[config.mk]
export PLATFORM = sky130hd
export DESIGN_NAME = blank_scan
export DESIGN_NICKNAME = d
export VERILOG_FILES = /design/src/rtl/blank_scan.sv
export SDC_FILE = /design/constraint.sdc
export NUM_CORES = 1
export LEC_CHECK = 0
export BUFFER_PORTS_ARGS = -buffer_cell sky130_fd_sc_hd__buf_2
export CAP_MARGIN = 20
export CORE_MARGIN = 2
export CORE_UTILIZATION = 43
export CTS_CLUSTER_DIAMETER = 150
export DETAILED_ROUTE_END_ITERATION = 10
export GPL_ROUTABILITY_DRIVEN = 0
export HOLD_SLACK_MARGIN = 0.12
export PLACE_DENSITY_LB_ADDON = 0.1
export SLEW_MARGIN = 10
export SYNTH_ARGS = -nofsm -noshare
export SYNTH_HDL_FRONTEND = slang
export SYNTH_SLANG_ARGS = --single-unit
export TNS_END_PERCENT = 30
[constraint.sdc]
create_clock -name clk -period 4.4 [get_ports clk]
set_clock_uncertainty 0.05 [all_clocks]
set_input_delay 0.66 -clock clk [delete_from_list [all_inputs] [get_ports clk]]
set_output_delay 0.66 -clock clk [all_outputs]
set_load 0.05 [all_outputs]
[src/rtl/blank_scan.sv]
module blank_scan #(
  parameter int ADDR_W      = 10,
  parameter int DATA_W      = 16,
  parameter int BLK_LOG2    = 4,
  parameter logic [7:0] CMD_SETUP   = 8'hBC,
  parameter logic [7:0] CMD_CONFIRM = 8'hD0,
  parameter logic [7:0] CMD_CLEAR   = 8'h50,
  parameter logic [7:0] CMD_READ    = 8'hFF
) (
  input  logic              clk,
  input  logic              rst_n,
  input  logic              cmd_we,
  input  logic [ADDR_W-1:0] cmd_addr,
  input  logic [7:0]        cmd_data,
  output logic              rd_en,
  output logic [ADDR_W-1:0] rd_addr,
  input  logic [DATA_W-1:0] rd_data,
  output logic [7:0]        status,
  output logic              stat_mode
);

  localparam int BASE_W = ADDR_W - BLK_LOG2;

  logic                busy, armed, mode, sr5, sr4;
  logic [BASE_W-1:0]   blk;
  logic [BLK_LOG2-1:0] idx;

  wire word_bad = busy && (rd_data != {DATA_W{1'b1}});
  wire last     = (idx == {BLK_LOG2{1'b1}});
  wire idle_we  = cmd_we && !busy;

  assign rd_en     = busy;
  assign rd_addr   = {blk, idx};
  assign status    = {~busy, 1'b0, sr5, sr4, 4'b0000};
  assign stat_mode = mode;

  always_ff @(posedge clk or negedge rst_n) begin
    if (!rst_n) begin
      busy  <= 1'b0;
      armed <= 1'b0;
      mode  <= 1'b0;
      sr5   <= 1'b0;
      sr4   <= 1'b0;
      blk   <= '0;
      idx   <= '0;
    end else if (busy) begin
      idx <= idx + 1'b1;
      if (word_bad) begin
        sr5  <= 1'b1;
        busy <= 1'b0;
      end else if (last) begin
        busy <= 1'b0;
      end
    end else if (cmd_we) begin
      if (armed) begin
        armed <= 1'b0;
        if (cmd_data == CMD_CONFIRM) begin
          busy <= 1'b1;
          mode <= 1'b1;
          blk  <= cmd_addr[ADDR_W-1:BLK_LOG2];
          idx  <= '0;
        end else begin
          sr5 <= 1'b1;
          sr4 <= 1'b1;
        end
      end else begin
        case (cmd_data)
          CMD_SETUP: begin armed <= 1'b1; mode <= 1'b1; end
          CMD_CLEAR: begin sr5 <= 1'b0; sr4 <= 1'b0; end
          CMD_READ:  mode <= 1'b0;
          default: ;
        endcase
      end
    end
  end

  // address advances by one word while the scan continues
  a_r3_addr_step: assert property (@(posedge clk) disable iff (!rst_n)
    (busy && !last && !word_bad) |=> (rd_en && rd_addr == $past(rd_addr) + 1'b1));

  // the final word of a clean block ends the scan
  a_r4_ends_at_last: assert property (@(posedge clk) disable iff (!rst_n)
    (busy && last) |=> (status[7] && !rd_en));

  // a bad word stops the scan and flags failure
  a_r5_stop_on_fail: assert property (@(posedge clk) disable iff (!rst_n)
    word_bad |=> (status[7] && status[5] && !rd_en));

  // wrong second write flags a sequence error
  a_r6_seq_error: assert property (@(posedge clk) disable iff (!rst_n)
    (idle_we && armed && cmd_data != CMD_CONFIRM) |=> (status[5] && status[4] && !rd_en));

  // writes during a scan leave mode and error bit alone
  a_r7_ignore_busy: assert property (@(posedge clk) disable iff (!rst_n)
    (busy && cmd_we) |=> ($stable(stat_mode) && $stable(status[4]) && !armed));

  // error bits are sticky until a clear command
  a_r8_sticky: assert property (@(posedge clk) disable iff (!rst_n)
    (status[4] && !(idle_we && !armed && cmd_data == CMD_CLEAR)) |=> status[4]);

endmodule

* After elaboration in Yosys (flattened, before gate mapping) *
Cells that the tools add are included.

operators by class
  $add $sub $neg = 1
  equality and inequality tests = 10
  mux-type cells = 21
  bitwise operators = 1
  reductions and logical operators = 13

operator list
  cell                                                                      count
  8-bit == test (second input constant)                                     3
  1-bit 2-to-1 mux                                                          16
  4-bit 2-to-1 mux                                                          4
  16-bit inequality test (second input constant)                            1
  4-bit AND reduction                                                       4
  8-bit by 7-bit == test with 1-bit output (second input constant)          1
  2-bit nonzero test                                                        4
  3-bit nonzero test                                                        2
  4-bit by 1-bit adder with 4-bit output (second input constant)            1
  4-bit == test (second input constant)                                     1
  2-bit by 1-bit inequality test with 1-bit output (second input constant)  2
  3-bit inequality test (second input constant)                             1
  3-bit AND reduction                                                       1
  2-bit inequality test (second input constant)                             1
  1-bit case mux with 2 select lines                                        1
  2-bit AND reduction                                                       1
  1-bit logical AND                                                         1
  1-bit inverter                                                            1

storage, ports and cells
  bits in registers = 15
  bits of input ports = 37
  word-level logic and storage cells = 53

* Longest topological paths before layout *
  depth after elaboration = 5
  mapped depth = 5
  gate-level depth less buffers = 4

* Least setup slack after synthesis *
Ideal clock, no wire load.

  path type = flip-flop to output port
  from = reg busy (netlist: rd_en)
  to = out status[7]
  data arrival time = 1,122 ps
  slack = 2,568 ps
  cell stages (with the launch flop) = 3
  path buffers = 1
  cell sequence = dfrtp_1 buf_2 inv_1

between the ends
  word-level cells in the longest chain between the ends = 1

ends and longest elaborated chain
  element                   line  source
  start, declared           24    logic busy, armed, mode, sr5, sr4;
  start signal, assigned    39    busy <= 1'b0;
  start signal, assigned    50    busy <= 1'b0;
  start signal, assigned    52    busy <= 1'b0;
  1-bit inverter (no line)  -
  end, declared             18    output logic [7:0] status,

Every way passes these cells.

* Final worst setup path *
Same ends and word-level chain as after synthesis.

==> results.py <==
metrics = {
    "clock_tree": {
        "root_buffer": "clkbuf_4",
        "cts_max_path_buffers": 2,
        "cts_tree": "yes",
        "cts_buffers": 3,
        "post_cts_resized": 0,
        "ctsHoldBuffers": 0,
        "cts.clk_slew.worst_paths_ns": 0.09,
        "clkLatencyLatePin_ns": 0.28,
        "htree_levels": 1,
        "cts_setup_buffers": 0,
        "cts.sinks": 15,
    },
    "detailed_routing": {
        "routed_via_density": 5.082,
        "vias": 742,
        "postRouteAntennaNets": 0,
        "drt_iter0_drc": 3,
        "wl_per_cell_um": 12.09,
        "drc": 0,
        "wl_um": 1765,
        "drt_pre_antenna_iters": 4,
    },
    "critical_path": {
        "max_stage_delay_ns": 0.52,
        "critPathCaptureType": "primary output",
        "reg2regPathDepth": 4,
        "cp.arrival_ns": 1.19,
        "worst-setup-path-type": "reg -> out",
        "crit_required_ns": 3.69,
        "path_cells": "inv_1 -> buf_2",
        "cp-start-kind": "register",
        "crit_path_max_fanout": 9,
        "slowest_stage": "dfrtp_1",
    },
    "min_path": {
        "hp-class": "in -> async",
    },
    "layout": {
        "n_antenna_cell": 0,
        "finalNetCount": 160,
        "drive_gt1_share_pct": 52.89,
        "syn_to_final_growth_pct": 30.30,
    },
    "timing": {
        "setup_tns_ns": 0,
        "finalMaxSlewViolations": 0,
        "finalCritPeriodShare_pct": 43.20,
        "min_period_ns": 1.901,
        "hold_viol_final": 0,
        "setup_violations": 0,
        "rsz0062_at_grt": "false",
        "timing.hold.ws_ns": 0.2145,
        "fmax_ghz": 0.5261,
    },
    "synth": {
        "syn-cell-area_sq_um": 825.8,
        "synth_common_cells": "dfrtp_1 (15), buf_4 (7), mux2_2 (7)",
        "syn_area_per_cell_sq_um": 11.16,
        "yosys_warnings": 0,
        "synth-edff-count": 0,
        "synth_flop_cell": "dfrtp_1",
        "synth-seq-area-share_pct": 45.45,
        "yosysMostFrequentCell": "dfrtp_1",
        "synth.distinct_cells": 32,
        "ys_ff_latch": 15,
        "synth_top_area_share_pct": 45.45,
        "synth_area_leader_cell": "dfrtp_1",
        "synthArstFlopShare_pct": 100.0,
        "ys_top_cells_by_area": "dfrtp_1 (45%), mux2_2 (9.5%), buf_4 (6.4%)",
        "syn-instance-count": 74,
    },
    "status": {
        "status": "completed",
    },
    "power_and_ir_drop": {
        "power_density_mw_per_mm2": 238.4,
        "ir_drop_mv": 0.1677,
        "p_leak_nw": 0.6035,
    },
    "floorplanning": {
        "die_area_sq_mm": 0.002287,
        "dieHeight_um": 47.82,
        "start_util_pct": 46.81,
        "io_pins": 57,
        "num_rows": 15,
        "core_area_sq_mm": 0.001764,
        "die_w_um": 47.82,
    },
    "global_routing": {
        "grt_max_degree": 16,
        "grt-ovfl-total": 0,
        "grt_pass1_wl_um": 2684,
        "grt_pass1_vias": 673,
        "grtUsageTotal_pct": 16.84,
        "antenna_found_initial": 0,
    },
    "placed_design": {
        "dp.final_hpwl_um": 1417,
        "portBuffers": 47,
    },
    "flow_run": {
        "max-cap-violations": 0,
    },
}
## placed cells by master, fill, tap and decap left out, drive strengths merged, types with 2 or more instances in the layout
master / Yosys / routed
a21oi: 4 / 4
a22o: 2 / 2
buf: 8 / 47
clkbuf: 0 / 4
conb: 1 / 5
dfrtp: 15 / 15
inv: 4 / 4
mux2: 7 / 7
nand2: 5 / 5
nand3: 2 / 2
nand4: 6 / 6
nor2: 2 / 2
## registers in the layout, summed over array words and instances (netlist names)
register   flops
armed          1
stat_mode      1
sr4            1
blk            6
idx            4
rd_en          1
sr5            1
## final timing paths
check / slack (ns) / endpoint / from
worst max-delay path: 2.50 / status[7] / rd_en
worst min-delay path: 0.21 / blk[3] / rst_n
worst max register to register: 2.85 / stat_mode / rd_en
worst min register to register: 0.46 / blk[3] / blk[3]
max in group asynchronous: 3.84 / sr5 / rst_n
min in group clk: 0.46 / blk[3] / blk[3]
## cells by family after synthesis
logic type	share of synthesized area, %
AND/OR/NAND/NOR	22.88
flip-flops	45.45
buffers and inverters	8.787
other	0.4541
AO/OA/AOI/OAI	9.243
XOR/XNOR	2.122
multiplexers	9.546
adder cells (fa/ha/maj)	1.515
## area by class of cell
cell class | count | area, sq um
timing repair buffer | 47 | 235.2
clock buffer | 4 | 26.28
sequential | 15 | 375.4
inverter | 4 | 15.01
tap | 25 | 31.28
multi-input combinational | 51 | 392.9
fill | 182 | 688.2
## layer usage
metal	wire length, um	vias to the layer above	global-route usage [%]
met5	0	-	0
met4	12	0	8.108
met3	114	2	2.642
met2	895	27	28.53
met1	743	361	20.81
li1	-	352	-
## worst max-delay path, delay by kind of cell (launching register included)
kind | cells | cell delay, ns
buffers and inverters | 2 | 0.39
DFF | 1 | 0.52
## per-stage QoR
stage	power, mW	area, sq um	cells	util, %	setup WS, ns
6_report	0.2566	1076	146	60.99	2.499
5_1_grt	0.2680	1076	146	60.99	2.452
4_1_cts	0.2609	1076	146	60.99	2.505
3_5_place_dp	0.1806	1050	142	59.50	2.425
3_3_place_gp	0.1799	1050	142	59.50	2.451
2_1_floorplan	0.1652	840.8	78	-	2.568
## power breakdown
group | switching [mW] | leakage, nW | total [mW] | internal [mW]
combinational | 0.0243 | 0.384 | 0.0384 | 0.0142
sequential | 0.000518 | 0.205 | 0.139 | 0.139
clock | 0.0437 | 0.0150 | 0.0789 | 0.0352
Note: power is estimated with default switching activity, not from simulation.
